--- config.mk ---
export PLATFORM = sky130hd
export DESIGN_NAME = addr_reg_unit
export DESIGN_NICKNAME = d
export VERILOG_FILES = /design/src/rtl/aru_pkg.sv /design/src/rtl/aru_decode.sv /design/src/rtl/aru_alu.sv /design/src/rtl/aru_regfile.sv /design/src/rtl/addr_reg_unit.sv
export SDC_FILE = /design/constraint.sdc
export NUM_CORES = 1
export LEC_CHECK = 0
export BUFFER_PORTS_ARGS = -buffer_cell sky130_fd_sc_hd__buf_2
export CAP_MARGIN = 40
export CORE_ASPECT_RATIO = 1.1
export CORE_UTILIZATION = 55
export CTS_CLUSTER_DIAMETER = 200
export DETAILED_ROUTE_END_ITERATION = 6
export PLACE_DENSITY = 0.82
export SYNTH_ARGS = -nofsm -noshare
export SYNTH_HDL_FRONTEND = slang
export SYNTH_HIERARCHICAL = 1
export SYNTH_SLANG_ARGS = --single-unit
--- constraint.sdc ---
create_clock -name clk_i -period 5.94 [get_ports clk_i]
set_clock_uncertainty 0.15 [all_clocks]
set_input_delay 0.594 -clock clk_i [delete_from_list [all_inputs] [get_ports clk_i]]
set_output_delay 0.594 -clock clk_i [all_outputs]
set_load 0.005 [all_outputs]
--- src/rtl/aru_pkg.sv ---
package aru_pkg;
  localparam int INSTR_W = 17;
  localparam int SEL_W   = 3;
  localparam int REG_CNT = 1 << SEL_W;
  localparam int IMM_W   = 8;

  typedef enum logic [1:0] {
    OP_LDI = 2'b00,
    OP_ADD = 2'b01,
    OP_SUB = 2'b10,
    OP_CMP = 2'b11
  } aru_op_e;

  typedef enum logic [1:0] {
    FORM_NONE,
    FORM_SHORT,
    FORM_LONG,
    FORM_MEM
  } aru_form_e;

  typedef struct packed {
    aru_form_e         form;
    aru_op_e           op;
    logic [SEL_W-1:0]  reg_sel;
    logic [SEL_W-1:0]  adr_sel;
    logic              store;
    logic [IMM_W-1:0]  imm;
  } aru_dec_t;
endpackage

--- src/rtl/aru_decode.sv ---
module aru_decode
  import aru_pkg::*;
(
  input  logic [INSTR_W-1:0] instr_i,
  output aru_dec_t           dec_o
);
  always_comb begin
    dec_o = '{form: FORM_NONE, op: OP_LDI, reg_sel: '0, adr_sel: '0, store: 1'b0, imm: '0};
    if (instr_i[16:13] == 4'b1011) begin
      dec_o.form    = FORM_SHORT;
      dec_o.op      = aru_op_e'(instr_i[12:11]);
      dec_o.reg_sel = instr_i[4:2];
      // scattered constant: k7..k5 at 7..5, k4..k2 at 10..8, k1..k0 at 1..0
      dec_o.imm     = {instr_i[7:5], instr_i[10:8], instr_i[1:0]};
    end else if (instr_i[16:12] == 5'b11110) begin
      dec_o.form    = FORM_MEM;
      dec_o.store   = instr_i[11];
      dec_o.reg_sel = instr_i[10:8];
      dec_o.adr_sel = instr_i[2:0];
    end else if (instr_i[16:7] == 10'b1111111000) begin
      dec_o.form    = FORM_LONG;
      dec_o.op      = aru_op_e'(instr_i[6:5]);
      dec_o.reg_sel = instr_i[4:2];
    end
  end
endmodule

--- src/rtl/aru_alu.sv ---
module aru_alu
  import aru_pkg::*;
#(
  parameter int DATA_W = 16
) (
  input  aru_op_e             op_i,
  input  logic [DATA_W-1:0]   a_i,
  input  logic [DATA_W-1:0]   b_i,
  input  logic [DATA_W-1:0]   idx_i,
  output logic [DATA_W-1:0]   res_o,
  output logic                wr_o,
  output logic                eq_o
);
  always_comb begin
    res_o = a_i;
    wr_o  = 1'b1;
    unique case (op_i)
      OP_LDI: res_o = b_i;
      OP_ADD: res_o = a_i + b_i;
      OP_SUB: res_o = a_i - b_i;
      OP_CMP: wr_o  = 1'b0;
      default: wr_o = 1'b0;
    endcase
  end

  assign eq_o = (a_i == idx_i);
endmodule

--- src/rtl/aru_regfile.sv ---
module aru_regfile
  import aru_pkg::*;
#(
  parameter int DATA_W = 16
) (
  input  logic                        clk_i,
  input  logic                        rst_ni,
  input  logic                        we_i,
  input  logic [SEL_W-1:0]            waddr_i,
  input  logic [DATA_W-1:0]           wdata_i,
  output logic [REG_CNT*DATA_W-1:0]   regs_o
);
  for (genvar g = 0; g < REG_CNT; g++) begin : g_reg
    logic [DATA_W-1:0] q;
    always_ff @(posedge clk_i or negedge rst_ni) begin
      if (!rst_ni)                                q <= '0;
      else if (we_i && waddr_i == SEL_W'(g))      q <= wdata_i;
    end
    assign regs_o[g*DATA_W +: DATA_W] = q;
  end
endmodule

--- src/rtl/addr_reg_unit.sv ---
module addr_reg_unit
  import aru_pkg::*;
#(
  parameter int DATA_W = 16
) (
  input  logic                        clk_i,
  input  logic                        rst_ni,
  input  logic                        start_i,
  input  logic [INSTR_W-1:0]          instr_i,
  input  logic [DATA_W-1:0]           const_i,
  input  logic [DATA_W-1:0]           mem_rdata_i,
  output logic [DATA_W-1:0]           mem_addr_o,
  output logic [DATA_W-1:0]           mem_wdata_o,
  output logic                        mem_we_o,
  output logic                        eq_o,
  output logic                        busy_o,
  output logic [REG_CNT*DATA_W-1:0]   regs_o
);
  localparam int PAD_W = DATA_W - IMM_W;

  aru_dec_t          dec;
  logic [DATA_W-1:0] r [REG_CNT];
  logic              pend_q;
  aru_op_e           pend_op_q;
  logic [SEL_W-1:0]  pend_reg_q;
  logic              eq_q;
  logic              accept;
  logic              alu_fire;
  aru_op_e           alu_op;
  logic [DATA_W-1:0] alu_a, alu_b, alu_res;
  logic              alu_wr, alu_eq;
  logic              rf_we;
  logic [SEL_W-1:0]  rf_waddr;
  logic [DATA_W-1:0] rf_wdata;

  aru_decode i_decode (.instr_i(instr_i), .dec_o(dec));

  for (genvar g = 0; g < REG_CNT; g++) begin : g_unpack
    assign r[g] = regs_o[g*DATA_W +: DATA_W];
  end

  assign accept   = start_i && !pend_q;
  assign alu_fire = pend_q || (accept && dec.form == FORM_SHORT);

  // second cycle of a long form owns the ALU
  always_comb begin
    if (pend_q) begin
      alu_op = pend_op_q;
      alu_a  = r[pend_reg_q];
      alu_b  = const_i;
    end else begin
      alu_op = dec.op;
      alu_a  = r[dec.reg_sel];
      alu_b  = {{PAD_W{1'b0}}, dec.imm};
    end
  end

  aru_alu #(.DATA_W(DATA_W)) i_alu (
    .op_i (alu_op),
    .a_i  (alu_a),
    .b_i  (alu_b),
    .idx_i(r[5]),
    .res_o(alu_res),
    .wr_o (alu_wr),
    .eq_o (alu_eq)
  );

  always_comb begin
    rf_we    = 1'b0;
    rf_waddr = dec.reg_sel;
    rf_wdata = alu_res;
    if (alu_fire && alu_wr) begin
      rf_we    = 1'b1;
      rf_waddr = pend_q ? pend_reg_q : dec.reg_sel;
    end else if (accept && dec.form == FORM_MEM && !dec.store) begin
      rf_we    = 1'b1;
      rf_wdata = mem_rdata_i;
    end
  end

  aru_regfile #(.DATA_W(DATA_W)) i_regfile (
    .clk_i  (clk_i),
    .rst_ni (rst_ni),
    .we_i   (rf_we),
    .waddr_i(rf_waddr),
    .wdata_i(rf_wdata),
    .regs_o (regs_o)
  );

  always_ff @(posedge clk_i or negedge rst_ni) begin
    if (!rst_ni) begin
      pend_q     <= 1'b0;
      pend_op_q  <= OP_LDI;
      pend_reg_q <= '0;
      eq_q       <= 1'b0;
    end else begin
      pend_q <= accept && dec.form == FORM_LONG;
      if (accept && dec.form == FORM_LONG) begin
        pend_op_q  <= dec.op;
        pend_reg_q <= dec.reg_sel;
      end
      if (alu_fire && alu_op == OP_CMP) eq_q <= alu_eq;
    end
  end

  assign mem_addr_o  = r[dec.adr_sel];
  assign mem_wdata_o = r[dec.reg_sel];
  assign mem_we_o    = accept && dec.form == FORM_MEM && dec.store;
  assign eq_o        = eq_q;
  assign busy_o      = pend_q;

  assert_busy_single_R5: assert property (@(posedge clk_i) disable iff (!rst_ni)
    busy_o |=> !busy_o);
  assert_busy_cause_R5: assert property (@(posedge clk_i) disable iff (!rst_ni)
    $rose(busy_o) |-> $past(start_i && dec.form == FORM_LONG));
  assert_cmp_keeps_regs_R4: assert property (@(posedge clk_i) disable iff (!rst_ni)
    (accept && dec.form == FORM_SHORT && dec.op == OP_CMP) |=> $stable(regs_o));
  assert_eq_hold_R4: assert property (@(posedge clk_i) disable iff (!rst_ni)
    !(alu_fire && alu_op == OP_CMP) |=> $stable(eq_o));
  assert_no_store_busy_R6: assert property (@(posedge clk_i) disable iff (!rst_ni)
    busy_o |-> !mem_we_o);
  assert_store_keeps_regs_R8: assert property (@(posedge clk_i) disable iff (!rst_ni)
    mem_we_o |=> $stable(regs_o));
  assert_unknown_inert_R10: assert property (@(posedge clk_i) disable iff (!rst_ni)
    (start_i && !busy_o && dec.form == FORM_NONE) |=> $stable(regs_o));
endmodule

==> metrics.yaml <==
sta:
  setup_tns_ns: 0
  slew_violations: 0
  grt_setup_unrepaired: "false"
  fmax_mhz: 189.0
  setup_viol: 0
  finalCriticalPeriod_ns: 5.290
  finalHoldViolCount: 0
  maxSlewHeadroom_pct: 47.02
  layout_setup_ws_ns: 0.6496
  worstMarginPinSlew_ns: 0.7918
  timing.final.crit_share_pct: 89.06
yosys:
  syn_area_per_cell_um2: 12.35
  syn_area_mm2: 0.01063
  synth_edf_count: 0
  yosys_warnings: 6
  yosys.area.top_type: "dfrtp_1"
  synth.top_cell.area_share_pct: 31.78
  synth_seq_area_share_pct: 31.78
  synth_area_leaders: "dfrtp_1 (32%), mux4_2 (17%), mux2_2 (17%)"
  synth-seq-cells: 135
  syn-num-nets: 934
  synth_cell_types: 64
  synth_ff_type: "dfrtp_1"
  async_flop_share_pct: 100.0
  synthCells: 861
power:
  peakVddDrop_mv: 0.2150
  p_leak_nw: 6.009
  p_per_area_mw_per_mm2: 202.8
critical_path:
  crit_type: "in2reg"
  path_cells: "buf_2 -> nor4b_4 -> nand4_1 -> a21oi_4 -> buf_4 -> mux2i_1 -> mux4_2 -> o21ai_1 -> ha_1 -> and3_1 -> a221o_1 -> a31o_2 -> a21oi_1 -> xor2_1 -> o221ai_1 -> mux2_1 -> mux2_2"
  end_kind: "register"
  critPathBufInv: 2
  slowest_stage: "mux4_2"
  cp_top_family: "compound AO/OA/AOI/OAI gates"
  required_ns: 6.10
  critPathMaxStageDelay_ns: 0.51
  path_max_fanout: 22
  startpoint_type: "primary input"
  crit_arrival_ns: 5.45
cts:
  cts-root-to-sink-buffers: 2
  postCtsSetupRepairBufs: 0
  clk_pin_slew_worst_paths_ns: 0.06
  cts.sink_count: 135
  cts_hold_buf: 1
  cts_buffers: 17
  insertion_delay_ns: 0.43
  post_cts_resized: 0
  cts_tree: "done"
  cts_max_level: 4
  root_buffer: "clkbuf_16"
run:
  drv_cap: 0
routing:
  firstDrtPassIters: 5
  wl_per_cell_um: 25.68
  routed_wl_mm: 34.03
  via_count: 8866
  drt_iter0_drc: 778
  via_per_inst: 6.691
  drc: 0
  ant_nets: 0
global_route:
  grtUsageTotal_pct: 35.20
  grt_max_degree: 55
  gr-total-overflow: 0
  grt_pass1_vias: 8756
  antenna_found_initial: 0
  grt_pass1_wl_mm: 51.98
layout:
  final_util_pct: 67.49
  drive_above_1_share_pct: 51.39
  n_antenna_cell: 0
  syn2layout_area_growth_pct: 18.55
  n_fill_cell: 1311
  layout.nets: 1142
floorplanning:
  design.die.area_mm2: 0.01989
  ios: 215
  core_area_mm2: 0.01867
  std_cell_rows: 52
  start_util_pct: 56.93
  dieWidth_um: 134.6
  die_h_um: 147.8
placement:
  dp_hpwl_mm: 24.72
  io_buffers: 214
  post-place-ws_ns: 0.3139
  gp_congestion: 0.9597
min_path:
  worstHoldPathType: "reg2reg"
run_status:
  status: "finished, final reports clean"
-- power by group --
part / switching (mW) / leakage, nW / internal, mW
registers: 0.0235 / 1.88 / 0.935
logic: 0.287 / 3.85 / 0.245
clock network: 0.414 / 0.281 / 0.650
total: 0.725 / 6.01 / 1.83
-- layer usage --
layer / GRT usage (%) / up-vias / part of all wire [%]
li1: - / 3709 / -
met1: 47.80 / 4595 / 41
met2: 56.22 / 479 / 48
met3: 6.687 / 83 / 8.2
met4: 13.20 / 0 / 3.1
met5: 0 / - / 0
-- worst paths after layout --
| path | startpoint | end | slack, ns | cells after the start |
|---|---|---|---|---|
| hold / removal | pend_op_q[0]$_DFFE_PN0P_ | pend_op_q[0]$_DFFE_PN0P_ | 0.37 | 1 |
| min in group asynchronous | rst_ni | i_regfile/g_reg[6].q[2]$_DFFE_PN0P_ | 0.50 | 2 |
| hold reg to reg | pend_op_q[0]$_DFFE_PN0P_ | pend_op_q[0]$_DFFE_PN0P_ | 0.37 | 1 |
| max in group asynchronous | rst_ni | i_regfile/g_reg[6].q[10]$_DFFE_PN0P_ | 3.77 | 4 |
| setup reg to reg | busy_o$_DFF_PN0_ | i_regfile/g_reg[1].q[14]$_DFFE_PN0P_ | 0.78 | 15 |
| setup / recovery | instr_i[8] | i_regfile/g_reg[2].q[12]$_DFFE_PN0P_ | 0.65 | 17 |
-- Yosys cell counts (2+ instances only) --
library cell / count
buf_4: 9
nand3_1: 4
o221ai_1: 6
nor4_1: 2
mux2_4: 10
nand4_1: 10
a21oi_1: 32
mux4_2: 80
clkbuf_4: 2
buf_2: 14
buf_6: 6
nand4b_2: 3
nor4b_4: 4
buf_12: 5
buf_1: 7
a211oi_1: 2
a221oi_1: 7
clkbuf_2: 2
mux2i_1: 64
nor4bb_1: 3
xor2_1: 3
mux2_2: 159
nor2_1: 27
a211o_1: 2
nor2b_1: 5
a21o_1: 4
o21ai_0: 10
mux2_1: 11
inv_1: 35
ha_1: 20
and3_1: 3
nor3_1: 5
clkbuf_1: 17
dfrtp_1: 135
o211ai_1: 3
nand2_1: 24
a31oi_1: 3
nand2b_1: 8
o21ai_1: 16
a22oi_1: 18
xnor2_1: 38
and2_1: 21
-- kinds of logic (layout without fill, tap and decap cells) --
logic type / count (synthesis) / after routing / share of synthesized area (%)
buffers and inverters: 98 / 319 / 5.332
adders and majority gates: 21 / 21 / 2.542
and+or+nand+nor: 130 / 130 / 7.663
muxes: 324 / 324 / 42.40
AOI/OAI and AO/OA: 111 / 111 / 6.756
xor gates and xnor gates: 42 / 42 / 3.531
DFF: 135 / 135 / 31.78
-- area by class of cell --
class | count | area, µm² | area share, %
clock inverters | 11 | 122.6 | 0.9730
multi-input cells | 628 | 6758 | 53.62
clock buffers | 21 | 470.5 | 3.733
well taps | 243 | 304.0 | 2.413
flip-flops and latches | 135 | 3379 | 26.82
repair buffers | 252 | 1436 | 11.40
inverters | 35 | 131.4 | 1.042
-- cell usage in the layout (no fill, tap or decap), types with 4 or more instances in the layout --
master / count
a21oi_1: 29
inv_1: 35
nor4b_4: 4
mux4_2: 80
o221ai_1: 6
and2_1: 20
mux2_1: 11
nand4_1: 10
nor2b_1: 5
clkbuf_16: 17
mux2i_1: 64
nand2b_1: 8
buf_2: 213
xnor2_1: 38
nand2_1: 24
a21o_1: 4
nor2_1: 27
o21ai_1: 16
nand3_1: 4
ha_1: 20
mux2_2: 159
buf_8: 4
o21ai_0: 10
clkinvlp_4: 4
buf_4: 31
mux2_4: 10
dfrtp_1: 134
a22oi_1: 18
nor3_1: 5
a221oi_1: 7
-- worst reg2reg max path, delay by kind of cell, from the launching register on --
kind	cells	cell delay, ns
multiplexers	4	1.60
AO/OA/AOI/OAI	5	0.97
adder cells (fa/ha/maj)	2	0.94
buffers and inverters	2	0.57
flip-flops	1	0.45
AND/OR/NAND/NOR	1	0.18
XOR/XNOR	1	0.17
-- sequential cells by signal, summed over array words and instances, names as in the netlist --
register / flops
i_regfile/g.q: 128
pend_reg_q: 3
pend_op_q: 2
eq_o: 1
busy_o: 1
-- stage by stage --
stage               total power [mW]  hold WS (ns)  instance area (µm²)  instances
CTS                            2.555        0.3650                12600       1325
global route                   2.645        0.3806                12600       1325
floorplan                      1.314        0.1484                10630        861
finish                         2.555        0.3677                12600       1325
detailed placement             1.493        0.3514                12000       1292
global placement               1.487        0.3335                11890       1286
Power figures use the tool's default switching activity.
